==> src/rtl/srx_pkg.sv <==
package srx_pkg;

   localparam int MAX_WL = 32;

   typedef enum logic {
      PH_FIRST  = 1'b0,
      PH_SECOND = 1'b1
   } srx_phase_e;

   typedef enum logic [1:0] {
      IRQ_WORD  = 2'b00,
      IRQ_RSVD1 = 2'b01,
      IRQ_FSYNC = 2'b10,
      IRQ_RSVD3 = 2'b11
   } srx_irq_mode_e;

   // Word length code to bit count.
   function automatic logic [5:0] srx_wl_bits(input logic [2:0] code);
      logic [5:0] n;
      case (code)
         3'd0:    n = 6'd8;
         3'd1:    n = 6'd12;
         3'd2:    n = 6'd16;
         3'd3:    n = 6'd20;
         3'd4:    n = 6'd24;
         default: n = 6'd32;
      endcase
      return n;
   endfunction

endpackage

==> src/rtl/srx_edge.sv <==
module srx_edge #(
   parameter bit SAMPLE_FALLING = 1'b1
) (
   input  logic clk,
   input  logic rst_n,
   input  logic bclk,
   input  logic fs_in,
   input  logic fs_inv,
   output logic tick,
   output logic fs_act
);

   logic bclk_q;

   always_ff @(posedge clk or negedge rst_n) begin
      if (!rst_n) bclk_q <= 1'b0;
      else        bclk_q <= bclk;
   end

   generate
      if (SAMPLE_FALLING) begin : g_fall
         assign tick = bclk_q & ~bclk;
      end else begin : g_rise
         assign tick = ~bclk_q & bclk;
      end
   endgenerate

   assign fs_act = fs_in ^ fs_inv;

endmodule

==> src/rtl/srx_framer.sv <==
module srx_framer
   import srx_pkg::*;
#(
   parameter int CNT_W  = 7,
   parameter int WLC_W  = 3,
   parameter int BITC_W = 6
) (
   input  logic             clk,
   input  logic             rst_n,
   input  logic             rx_en,
   input  logic             tick,
   input  logic             fs_act,
   input  logic             cfg_dual,
   input  logic [CNT_W-1:0] cfg_len1,
   input  logic [CNT_W-1:0] cfg_len2,
   input  logic [WLC_W-1:0] cfg_wl1,
   input  logic [WLC_W-1:0] cfg_wl2,
   output logic             shift_en,
   output logic             elem_done,
   output logic             fs_start,
   output logic             fs_late,
   output logic [5:0]       cur_wl
);

   logic              active;
   srx_phase_e        phase;
   logic [CNT_W-1:0]  elem_cnt;
   logic [BITC_W-1:0] bit_cnt;
   logic [CNT_W-1:0]  cur_len;
   logic              last_bit;
   logic              last_elem;

   always_comb begin
      cur_wl    = (phase == PH_SECOND) ? srx_wl_bits(cfg_wl2) : srx_wl_bits(cfg_wl1);
      cur_len   = (phase == PH_SECOND) ? cfg_len2 : cfg_len1;
      last_bit  = ({{(8-BITC_W){1'b0}}, bit_cnt} == ({2'b00, cur_wl} - 8'd1));
      last_elem = (elem_cnt == cur_len);
      shift_en  = tick & active & rx_en;
      elem_done = shift_en & last_bit;
      fs_start  = tick & ~active & fs_act & rx_en;
      fs_late   = tick & active & fs_act & rx_en;
   end

   always_ff @(posedge clk or negedge rst_n) begin
      if (!rst_n) begin
         active   <= 1'b0;
         phase    <= PH_FIRST;
         elem_cnt <= '0;
         bit_cnt  <= '0;
      end else if (!rx_en) begin
         active   <= 1'b0;
         phase    <= PH_FIRST;
         elem_cnt <= '0;
         bit_cnt  <= '0;
      end else if (fs_start) begin
         active   <= 1'b1;
         phase    <= PH_FIRST;
         elem_cnt <= '0;
         bit_cnt  <= '0;
      end else if (shift_en) begin
         if (last_bit) begin
            bit_cnt <= '0;
            if (last_elem) begin
               elem_cnt <= '0;
               if (phase == PH_FIRST && cfg_dual) begin
                  phase <= PH_SECOND;
               end else begin
                  phase  <= PH_FIRST;
                  active <= 1'b0;
               end
            end else begin
               elem_cnt <= elem_cnt + 1'b1;
            end
         end else begin
            bit_cnt <= bit_cnt + 1'b1;
         end
      end
   end

endmodule

==> src/rtl/srx_shift.sv <==
module srx_shift #(
   parameter int DW = 32
) (
   input  logic          clk,
   input  logic          rst_n,
   input  logic          shift_en,
   input  logic          sd,
   input  logic [5:0]    cur_wl,
   output logic [DW-1:0] word
);

   logic [DW-2:0] shreg;
   logic [DW-1:0] raw;
   logic [DW-1:0] keep;

   always_ff @(posedge clk or negedge rst_n) begin
      if (!rst_n)        shreg <= '0;
      else if (shift_en) shreg <= {shreg[DW-3:0], sd};
   end

   assign raw = {shreg, sd};

   // Per-bit keep mask: bit i survives only below the word length.
   generate
      for (genvar i = 0; i < DW; i++) begin : g_mask
         assign keep[i] = (32'(i) < {26'd0, cur_wl});
      end
   endgenerate

   assign word = raw & keep;

endmodule

==> src/rtl/srx_hold.sv <==
module srx_hold
   import srx_pkg::*;
#(
   parameter int DW = 32
) (
   input  logic          clk,
   input  logic          rst_n,
   input  logic          rx_en,
   input  logic          elem_done,
   input  logic [DW-1:0] word,
   input  logic          rd_en,
   input  logic          fs_start,
   input  logic          fs_late,
   input  logic [1:0]    int_mode,
   output logic [DW-1:0] rd_data,
   output logic          rdy,
   output logic          ovr,
   output logic          fs_err,
   output logic          rx_irq
);

   logic irq_fs;
   logic take;

   assign take = elem_done & (~rdy | rd_en);

   always_ff @(posedge clk or negedge rst_n) begin
      if (!rst_n) begin
         rd_data <= '0;
         rdy     <= 1'b0;
         ovr     <= 1'b0;
         fs_err  <= 1'b0;
         irq_fs  <= 1'b0;
      end else if (!rx_en) begin
         rdy     <= 1'b0;
         ovr     <= 1'b0;
         fs_err  <= 1'b0;
         irq_fs  <= 1'b0;
      end else begin
         irq_fs <= fs_start;
         if (fs_late) fs_err <= 1'b1;
         if (take) begin
            rd_data <= word;
            rdy     <= 1'b1;
         end else begin
            if (elem_done) ovr <= 1'b1;
            if (rd_en)     rdy <= 1'b0;
         end
      end
   end

   always_comb begin
      case (srx_irq_mode_e'(int_mode))
         IRQ_WORD:  rx_irq = rx_en & rdy;
         IRQ_FSYNC: rx_irq = rx_en & irq_fs;
         default:   rx_irq = 1'b0;
      endcase
   end

endmodule

==> src/rtl/srx_dual_phase_rx.sv <==
module srx_dual_phase_rx
   import srx_pkg::*;
#(
   parameter int DW             = 32,
   parameter int CNT_W          = 7,
   parameter int WLC_W          = 3,
   parameter bit SAMPLE_FALLING = 1'b1
) (
   input  logic             clk,
   input  logic             rst_n,
   input  logic             rx_en,
   input  logic             cfg_dual,
   input  logic [CNT_W-1:0] cfg_len1,
   input  logic [CNT_W-1:0] cfg_len2,
   input  logic [WLC_W-1:0] cfg_wl1,
   input  logic [WLC_W-1:0] cfg_wl2,
   input  logic             cfg_fs_inv,
   input  logic [1:0]       cfg_int_mode,
   input  logic             bclk,
   input  logic             fs_in,
   input  logic             sd_in,
   input  logic             rd_en,
   output logic [DW-1:0]    rd_data,
   output logic             rdy,
   output logic             ovr,
   output logic             fs_err,
   output logic             rx_irq
);

   localparam int BITC_W = $clog2(DW);

   generate
      if (DW != MAX_WL) begin : g_bad_dw
         initial $fatal(1, "srx_dual_phase_rx: DW must equal the longest word length");
      end
      if (WLC_W != 3) begin : g_bad_wlc
         initial $fatal(1, "srx_dual_phase_rx: word length code must be 3 bits");
      end
      if (CNT_W < 1 || CNT_W > 8) begin : g_bad_cnt
         initial $fatal(1, "srx_dual_phase_rx: CNT_W out of range");
      end
   endgenerate

   logic             tick;
   logic             fs_act;
   logic             shift_en;
   logic             elem_done;
   logic             fs_start;
   logic             fs_late;
   logic [5:0]       cur_wl;
   logic [DW-1:0]    word;

   srx_edge #(.SAMPLE_FALLING(SAMPLE_FALLING)) u_edge (
      .clk    (clk),
      .rst_n  (rst_n),
      .bclk   (bclk),
      .fs_in  (fs_in),
      .fs_inv (cfg_fs_inv),
      .tick   (tick),
      .fs_act (fs_act)
   );

   srx_framer #(.CNT_W(CNT_W), .WLC_W(WLC_W), .BITC_W(BITC_W)) u_framer (
      .clk       (clk),
      .rst_n     (rst_n),
      .rx_en     (rx_en),
      .tick      (tick),
      .fs_act    (fs_act),
      .cfg_dual  (cfg_dual),
      .cfg_len1  (cfg_len1),
      .cfg_len2  (cfg_len2),
      .cfg_wl1   (cfg_wl1),
      .cfg_wl2   (cfg_wl2),
      .shift_en  (shift_en),
      .elem_done (elem_done),
      .fs_start  (fs_start),
      .fs_late   (fs_late),
      .cur_wl    (cur_wl)
   );

   srx_shift #(.DW(DW)) u_shift (
      .clk      (clk),
      .rst_n    (rst_n),
      .shift_en (shift_en),
      .sd       (sd_in),
      .cur_wl   (cur_wl),
      .word     (word)
   );

   srx_hold #(.DW(DW)) u_hold (
      .clk       (clk),
      .rst_n     (rst_n),
      .rx_en     (rx_en),
      .elem_done (elem_done),
      .word      (word),
      .rd_en     (rd_en),
      .fs_start  (fs_start),
      .fs_late   (fs_late),
      .int_mode  (cfg_int_mode),
      .rd_data   (rd_data),
      .rdy       (rdy),
      .ovr       (ovr),
      .fs_err    (fs_err),
      .rx_irq    (rx_irq)
   );

endmodule

==> config.mk <==
export PLATFORM = sky130hd
export DESIGN_NAME = srx_dual_phase_rx
export DESIGN_NICKNAME = d
export VERILOG_FILES = /design/src/rtl/srx_pkg.sv /design/src/rtl/srx_edge.sv /design/src/rtl/srx_framer.sv /design/src/rtl/srx_shift.sv /design/src/rtl/srx_hold.sv /design/src/rtl/srx_dual_phase_rx.sv
export SDC_FILE = /design/constraint.sdc
export NUM_CORES = 1
export LEC_CHECK = 0
export BUFFER_PORTS_ARGS = -buffer_cell sky130_fd_sc_hd__buf_2
export CORE_UTILIZATION = 45
export DETAILED_ROUTE_END_ITERATION = 16
export PLACE_DENSITY = 0.69
export REMOVE_ABC_BUFFERS = 1
export SLEW_MARGIN = 20
export SYNTH_ARGS = -nofsm -noshare
export SYNTH_HDL_FRONTEND = slang
export SYNTH_SLANG_ARGS = --single-unit
==> constraint.sdc <==
create_clock -name clk -period 2.7 [get_ports clk]
set_input_delay 0.54 -clock clk [delete_from_list [all_inputs] [get_ports clk]]
set_output_delay 0.54 -clock clk [all_outputs]
set_load 0.01 [all_outputs]
# [Word-level counts from Yosys, hierarchy flattened]
# Index checks and enable logic that the tools add are counted.
[word_totals] reg_bits=82 output_inout_bits=36 word_cells=128
[classes] addsub=3 order_cmp=32 n_eq_ne=19 n_mux=35 n_bitwise=19 n_reduce_logical=9
[ops] cell="$lt 5x6->1 const A" n=16
[ops] cell="$pmux 6 s5" n=2
[ops] cell="$lt 4x6->1 const A" n=8
[ops] cell="$mux 7" n=6
[ops] cell="$and 32x32->32" n=1
[ops] cell="$lt 3x6->1 const A" n=4
[ops] cell="$mux 1" n=21
[ops] cell="$mux 5" n=4
[ops] cell="$and 1x1->1" n=12
[ops] cell="$eq 3x2->1 const B" n=4
[ops] cell="$lt 1x6->1 const A" n=2
[ops] cell="$lt 2x6->1 const A" n=2
[ops] cell="$ne 3x1->1 const B" n=4
[ops] cell="$eq 5x8->1" n=1
[ops] cell="$add 7x1->7 const B" n=1
[ops] cell="$eq 7x7->1" n=1
[ops] cell="$sub 6x1->7 const B" n=1
[ops] cell="$eq 3x1->1 const B" n=2
[ops] cell="$eq 3x3->1 const B" n=2
[ops] cell="$logic_not 3->1" n=2
[ops] cell="$mux 6" n=1
[ops] cell="$reduce_and 2->1" n=3
[ops] cell="$add 5x1->5 const B" n=1
[ops] cell="$ne 2x1->1 const B" n=2
[ops] cell="other kinds (11)" n=14

# [Logic depth before layout (Yosys ltp)]
# Gate-level depths: netlist of the first run.
[depth] depth_word=9 mapped_depth=14

# [Cells and area by module]
# A second synthesis of the first run with hierarchy kept.
[unflattened] cells_unflattened=373 area_unflattened_um2=4409.2
[modules_own_cells] module="srx_shift" instances=1 cells_each=145 area_per_inst_um2=1612.8 seq_area_each_um2=775.7
[modules_own_cells] module="srx_hold" instances=1 cells_each=81 area_per_inst_um2=1524.0 seq_area_each_um2=900.9
[modules_own_cells] module="srx_framer" instances=1 cells_each=144 area_per_inst_um2=1232.4 seq_area_each_um2=350.3
[modules_own_cells] module="srx_edge" instances=1 cells_each=3 area_per_inst_um2=40.0 seq_area_each_um2=25.0

# [Worst setup path after synthesis of the first run]
# No wires, ideal clock.
[synth_timing] kind="register -> register" start="register u_framer.phase" end="register u_hold.rd_data[6]" t_arrival_ps=2613 required_time_ps=2575 slack_ps=-38 stages_incl_launch_ff=14 period_less_slack_ps=2738 cell_sequence="dfrtp_1 -> buf_4 -> buf_2 -> a211oi_1 -> nor2_1 -> ha_1 -> xor2_1 -> and2_2 -> o2111ai_2 -> a21oi_4 -> nand2_2 -> buf_4 -> buf_6 -> mux2_4"
[synth_via] elab_chain_cells=6 word_cells_on_any_way=8 cone_classes="add/sub (1); order compare (1); eq/ne (1); mux (1); bitwise (3); reduce/logical (1)"
[synth_lines] element="start, declared" line="srx_framer.sv:26" rtl="srx_phase_e phase;"
[synth_lines] element="start signal, assigned" line="srx_framer.sv:47" rtl="phase <= PH_FIRST;"
[synth_lines] element="start signal, assigned" line="srx_framer.sv:52" rtl="phase <= PH_FIRST;"
[synth_lines] element="start signal, assigned" line="srx_framer.sv:57" rtl="phase <= PH_FIRST;"
[synth_lines] element="$mux 6 *" line="srx_framer.sv:34" rtl="cur_wl = (phase == PH_SECOND) ? srx_wl_bits(cfg_wl2) : srx_wl_bits(cfg_wl1);"
[synth_lines] element="$sub 6x1->7" line="srx_framer.sv:36" rtl="last_bit = ({{(8-BITC_W){1'b0}}, bit_cnt} == ({2'b00, cur_wl} - 8'd1));"
[synth_lines] element="$eq 5x8->1" line="srx_framer.sv:36"
[synth_lines] element="$and 1x1->1" line="srx_framer.sv:39" rtl="elem_done = shift_en & last_bit;"
[synth_lines] element="$and 1x1->1" line="srx_hold.sv:25" rtl="assign take = elem_done & (~rdy | rd_en);"
[synth_lines] element="$reduce_and 2->1 (no line)"
[synth_lines] element="end signal, assigned" line="srx_hold.sv:43" rtl="rd_data <= word;"
[synth_lines] element="end, declared" line="srx_hold.sv:15" rtl="output logic [DW-1:0] rd_data,"
# Mark *: on every way between the ends. The rest lies on a longest branch, timed or not.
# A chain may end at the register's enable or synchronous reset.

# [Worst setup path after layout of the first run]
# Same ends and word-level chain as after synthesis.

==> flow_summary_export.csv, run 1 <==
group,metric,value,unit
critical_path,reg2regPathDepth,10,
route,wl_per_cell,13.95,um
floorplanning,die_h,93.12,um
sta,worst_slew_pin_slew,971.9,ps
clock_network,cts_tree,"built",
cells_and_area,mostFrequentLayoutCell,"dfrtp_1",
critical_path,endpoint_kind,"flop",
critical_path,endpoint,"u_hold.rd_data[6]",
route,via_count,2820,
synthesis,synthArstFlopShare,100.0,%
cells_and_area,antenna_cells_inserted,0,
synthesis,synth-seq-cells,82,
cells_and_area,final_cell_mix,"81 x dfrtp_1, 65 x buf_2, 57 x nand2_1",
clock_network,htree_levels,3,
critical_path,cp_num_buf_inv,1,
critical_path,critPathTopFamily,"compound AO/OA/AOI/OAI gates",
clock_network,clkTransAtPathRegs,80,ps
floorplanning,die_w,93.12,um
route,drc,0,
clock_network,clockBufferDepth,2,
synthesis,synth_top_flop_cell,"dfrtp_1",
place,dp_hpwl,5121,um
sta,fmax,377.5,MHz
route,drtPass1Iterations,4,
grt,grt_start_max_net_pins,79,
power,p_clk_share,40.0,%
power,intPower,1.780,mW
power,p_seq_share,53.7,%
clock_network,cts_inserted_buffers,9,
grt,gr-total-overflow,0,
critical_path,r2r-end,"u_hold.rd_data[6]",
critical_path,cp.depth,10,
critical_path,path_class,"flop to flop",
power,switching_power,0.5359,mW
synthesis,ys_warn_count,0,
sta,slew_headroom,34.38,%
sta,finalSetupViolations,0,
grt,antenna_found_initial,0,
route,routed_via_density,5.118,
floorplanning,dieArea,8670,um2
power,p_leak,2.368,nW
sta,slew_viol_final,0,
power,total_power,2.316,mW
sta,fin_hold_ws,303.3,ps
sta,final.period_utilization,98.11,%
hold_path,whs_path_depth,1,
synthesis,postSynthAreaPerCell,10.64,um2
place,gp_congestion,0.7840,
floorplanning,start_util,47.37,%
sta,fin_crit,2649,ps
grt,grt_pass1_wl,12140,um
critical_path,r2r_slack,50,ps
critical_path,cp.required,2940,ps
floorplanning,boundaryPins,67,
power,pwr-share-comb,6.3,%
critical_path,arrival,2890,ps
power,powerDensity,488.5,nW/um2
place,portBuffers,66,
critical_path,worstReg2RegStart,"u_framer.phase",
synthesis,yosysSeqAreaShare,54.92,%
critical_path,cp_cell_sequence,"a211oi_1 > nor2_1 > ha_1 > xor2_1 > and2_4 > o2111ai_4 > a21oi_4 > nand2_4 > buf_12 > mux2_4",
route,drt_iter0_drc,74,
clock_network,clk_latency,350,ps
critical_path,crit_start,"u_framer.phase",
critical_path,critPathLaunchType,"flop",
run,drv_cap,0,
synthesis,synth.distinct_cells,52,
power,ir_drop,0.2773,mV
grt,grt_pass1_vias,2621,
synthesis,syn-cell-area,3736,um2
route,ant_nets,0,
grt,grt_use_total,18.11,%
floorplanning,core_region_area,7888,um2
synthesis,syn_inst,351,
cells_and_area,final_nets,478,
cells_and_area,areaGrowthSynthToFinish,26.89,%
outcome,status,"completed",
hold_path,hold_path.class,"primary input to flop",
sta,finalSetupTns,0,ps
critical_path,max_stage_delay,460,ps
sta,finalHoldViolCount,0,
critical_path,critPathMaxFanout,6,
floorplanning,rows,32,
sta,skew,6.774,ps
route,wl,7686,um
clock_network,clock_sinks,82,
cells_and_area,drive_above_1_share,36.97,%
power,switching_share,23.14,%
hold_path,worstHoldStart,"bclk",
critical_path,cpMaxStageDelayCell,"dfrtp_2",
clock_network,cts_root_buffer,"clkbuf_8",
synthesis,synth_enable_flop_cells,0,
-- power by group through the flow --
stage / clock network [mW] / registers [mW] / logic (mW)
finish: 0.926 / 1.24 / 0.147
detailed placement: 0 / 1.27 / 0.143
global placement: 0 / 1.27 / 0.139
CTS: 0.946 / 1.24 / 0.144
global route: 0.997 / 1.24 / 0.167
floorplan: 0 / 1.27 / 0.0606
-- registers in the layout (all words and copies together) (netlist names) --
register and cells:
u_edge.bclk_q 1, u_framer.elem_cnt 7, u_framer.phase 1, u_hold.rdy 1, u_framer.active 1, u_hold.irq_fs 1, u_hold.ovr 1, u_shift.shreg 31
u_hold.fs_err 1, u_framer.bit_cnt 5, u_hold.rd_data 32
-- kinds of logic after synthesis --
kind of cell / count (synthesis) / share of synthesized area (%)
and+or+nand+nor: 118 / 14.77
DFF: 82 / 54.92
AOI/OAI and AO/OA: 71 / 11.82
muxes: 40 / 11.96
buffers and inverters: 27 / 3.181
xor gates and xnor gates: 10 / 2.344
adders and majority gates: 3 / 1.005
-- synthesized netlist by cell type (2+ instances only) --
cell type   n  share of area, %
nand2_1    57               5.7
inv_1      12               1.2
or3_1       2              0.33
o21ai_0    37               5.0
nor2_1     23               2.3
mux2i_1     9               2.4
o211ai_1    2              0.40
nand2_2     2              0.33
a211oi_1    3              0.60
nand3_1     6              0.80
nor3_1      3              0.40
clkbuf_1    8              0.80
ha_1        3               1.0
o31ai_1    10               2.0
dfrtp_1    82                55
and2_1      2              0.33
xor2_1      8               1.9
buf_4       2              0.40
nor3b_1     2              0.40
nor2b_1     3              0.50
a21oi_1     6              0.80
mux2_4      2              0.80
o21ai_1     2              0.27
buf_2       2              0.27
xnor2_1     2              0.47
and2_2      3              0.60
mux2_2     29               8.7
nand2b_1    5              0.84
-- through the flow --
step | area [um2] | util (%) | worst slack, ps | instances
finish | 4741 | 60.10 | 51.00 | 551
global route | 4741 | 60.10 | -65.73 | 551
CTS | 4552 | 57.71 | 12.89 | 544
detailed placement | 4329 | 54.89 | -198.6 | 527
global placement | 4329 | 54.89 | -65.68 | 527
floorplan | 3666 | - | -348.9 | 337
-- worst reg2reg max path: stages (launching register included) --
cell,delay [ps]
dfrtp_2,460
a211oi_1,330
nor2_1,120
ha_1,310
xor2_1,140
and2_4,160
o2111ai_4,130
a21oi_4,240
nand2_4,170
buf_12,180
mux2_4,280
-- timing repair --
item / 4_1_cts / 5_1_grt
gates cloned: 0 / 4
hold buffers: 1 / 0
hold endpoints to repair: 4 / 0
gates resized for setup: 2 / 19
setup endpoints to repair: 12 / 29
pin swaps: 0 / 4
buffers inserted: 0 / 3
-- area by class of cell --
| type | count | area [um2] |
|---|---|---|
| inverters | 13 | 48.80 |
| clock buffers | 11 | 151.4 |
| well taps | 102 | 127.6 |
| repair buffers | 96 | 671.9 |
| clock inverters | 5 | 60.06 |
| fillers | 672 | 3147 |
| flip-flops and latches | 82 | 2053 |
| multi-input cells | 242 | 1628 |
-- per-layer routing --
| layer | GRT usage, % | up-vias | wire length [um] |
|---|---|---|---|
| li1 | - | 1394 | - |
| met1 | 25.52 | 1352 | 3756 |
| met2 | 27.14 | 62 | 3495 |
| met3 | 4.065 | 12 | 313 |
| met4 | 7.179 | 0 | 121 |
| met5 | 0 | - | 0 |
-- worst min-delay path by stage --
stage	end	slack, ps
2_1_floorplan	u_edge.bclk_q	240
3_5_place_dp	u_shift.shreg[0]	350
6_report	u_edge.bclk_q	300
3_3_place_gp	u_hold.rd_data[0]	350
4_1_cts	u_edge.bclk_q	300
5_1_grt	u_edge.bclk_q	300
Note: power is estimated with default switching activity, not from simulation.
==> run 2: changes to the inputs <==
==> constraint.sdc (replaced) <==
create_clock -name clk -period 2.7 [get_ports clk]
set_input_delay 0.27 -clock clk [delete_from_list [all_inputs] [get_ports clk]]
set_output_delay 0.27 -clock clk [all_outputs]
set_load 0.01 [all_outputs]
==> flow_summary_export.csv, run 2 (synthesis gave the netlist of run 1 again) <==
group,metric,value,unit
critical_path,r2r_slack,170,ps
cells_and_area,areaGrowthSynthToFinish,19.09,%
route,ant_nets,0,
cells_and_area,top_register,"u_hold.rd_data",
clock_network,cts_tree,"built",
place,dp_hpwl,4956,um
clock_network,cts_inserted_buffers,9,
route,routed_via_density,5.058,
sta,fin_hold_ws,-38.02,ps
grt,gr-total-overflow,0,
critical_path,critPathLaunchType,"flop",
critical_path,crit_start,"u_framer.phase",
clock_network,clock_sinks,82,
floorplanning,boundaryPins,67,
grt,grt_pass1_wl,11780,um
place,dpl_worst_slack,-57.37,ps
critical_path,cpMaxStageDelayCell,"dfrtp_2",
critical_path,arrival,2760,ps
sta,worst_slew_pin_slew,962.7,ps
sta,layout_setup_ws,174.7,ps
sta,finalSetupViolations,0,
sta,fin_crit,2525,ps
clock_network,clk_latency,350,ps
critical_path,critPathTopFamily,"compound AO/OA/AOI/OAI gates",
sta,final.period_utilization,93.53,%
run,drv_cap,0,
place,gp_congestion,0.8860,
clock_network,clkTransAtPathRegs,80,ps
power,pwr-share-comb,5.8,%
critical_path,path_class,"flop to flop",
critical_path,cp.required,2940,ps
power,ir_drop,0.2646,mV
critical_path,critPathMaxFanout,34,
power,p_seq_share,54.6,%
route,wl_per_cell,13.22,um
critical_path,reg2regPathDepth,11,
sta,finalHoldViolCount,82,
floorplanning,rows,32,
critical_path,worstReg2RegStart,"u_framer.phase",
critical_path,max_stage_delay,430,ps
cells_and_area,final_nets,458,
sta,fmax,396.0,MHz
power,switching_power,0.5128,mW
place,portBuffers,66,
clock_network,clockBufferDepth,2,
cells_and_area,drive_above_1_share,33.64,%
sta,slew_headroom,35.01,%
hold_path,hold_path.class,"primary input to async pin",
floorplanning,dieArea,8670,um2
cells_and_area,num-fill-cells,728,
critical_path,cp.depth,11,
grt,grt_use_total,17.48,%
route,wl,7008,um
route,drt_iter0_drc,110,
critical_path,cp_num_buf_inv,2,
critical_path,cp_cell_sequence,"inv_2 > a211oi_2 > nor2_1 > ha_1 > xor2_1 > and2_2 > o2111ai_2 > a21oi_4 > nand2_2 > buf_12 > mux2_4",
route,via_count,2681,
cells_and_area,largest_reg_flops,32,
sta,slew_viol_final,0,
clock_network,htree_levels,3,
critical_path,endpoint_kind,"flop",
power,powerDensity,511.4,nW/um2
route,drtPass1Iterations,4,
floorplanning,core_region_area,7888,um2
outcome,violations,"negative hold slack",
clock_network,postCtsHoldBufs,0,
grt,grt_start_max_net_pins,83,
floorplanning,start_util,47.37,%
outcome,status,"finished with violations",
grt,antenna_found_initial,0,
critical_path,r2r-end,"u_hold.rd_data[6]",
power,p_leak,2.201,nW
power,switching_share,22.54,%
floorplanning,die_w,93.12,um
floorplanning,die_h,93.12,um
cells_and_area,reg_top3,"u_hold.rd_data: 32 flops, u_shift.shreg: 31 flops, u_framer.elem_cnt: 7 flops",
clock_network,cts_root_buffer,"clkbuf_8",
grt,grt_pass1_vias,2597,
route,drc,0,
cells_and_area,mostFrequentLayoutCell,"dfrtp_1",
sta,skew,7.825,ps
cells_and_area,final_cell_mix,"81 x dfrtp_1, 65 x buf_2, 57 x nand2_1",
power,intPower,1.762,mW
cells_and_area,antenna_cells_inserted,0,
critical_path,endpoint,"u_hold.rd_data[6]",
power,p_clk_share,39.6,%
-- run 2: worst min-delay path by stage --
stage	depth (start not counted)	startpoint	endpoint	slack (ps)
after global routing	1	rst_n	u_hold.rd_data[0]	2
after CTS	1	bclk	u_edge.bclk_q	30
after detailed placement	1	bclk	u_edge.bclk_q	390
final	1	rst_n	u_hold.rd_data[0]	-40
after floorplan	0	rst_n	u_edge.bclk_q	-30
after global placement	1	bclk	u_edge.bclk_q	390
-- run 2: what timing repair did --
action / 4_1_cts / 5_1_grt
endpoints found under the setup margin: 2 / 34
endpoints found under the hold margin: 0 / 0
cloned: 0 / 0
resized for setup: 1 / 8
setup buffers: 1 / 0
-- run 2: per-layer routing --
layer	share of wire [%]	vias up	routed length [um]	GRT usage (%)
met4	1.4	0	99	5.769
met3	5.3	8	372	5.203
met2	45	72	3130	27.51
met5	0	-	0	0
met1	49	1258	3405	23.07
li1	-	1343	-	-
-- run 2: final cells by class --
| cell class | instances | area [um2] | area share, % |
|---|---|---|---|
| Timing Repair Buffer | 76 | 424.2 | 9.533 |
| Clock buffer | 11 | 151.4 | 3.403 |
| Multi-Input combinational cell | 242 | 1593 | 35.80 |
| Clock inverter | 4 | 51.30 | 1.153 |
| Inverter | 13 | 48.80 | 1.097 |
| Tap cell | 102 | 127.6 | 2.868 |
| Sequential cell | 82 | 2053 | 46.15 |
-- run 2: power groups by stage --
stage	sequential, mW	clock [mW]	combinational (mW)
global placement	1.27	0	0.129
floorplan	1.27	0	0.0606
CTS	1.24	0.930	0.132
detailed placement	1.27	0	0.132
finish	1.24	0.901	0.132
global route	1.24	0.975	0.151
-- run 2: stage by stage --
step	total power [mW]	TNS [ps]	instances	utilization, %	instance area, um2
2_1_floorplan	1.326	-7891	337	-	3666
3_3_place_gp	1.396	0	514	53.33	4207
3_5_place_dp	1.399	-57.37	514	53.33	4207
4_1_cts	2.305	0	530	56.00	4417
5_1_grt	2.369	-3.428	530	56.41	4449
6_report	2.275	0	530	56.41	4449
-- run 2: worst reg2reg max path, delay by kind of cell, from the launching register on --
family / cells / cell delay [ps]
AO/OA/AOI/OAI: 3 / 620
XOR/XNOR: 1 / 130
adder cells (fa/ha/maj): 1 / 300
buffers and inverters: 2 / 260
flip-flops: 1 / 430
multiplexers: 1 / 310
AND/OR/NAND/NOR: 3 / 370
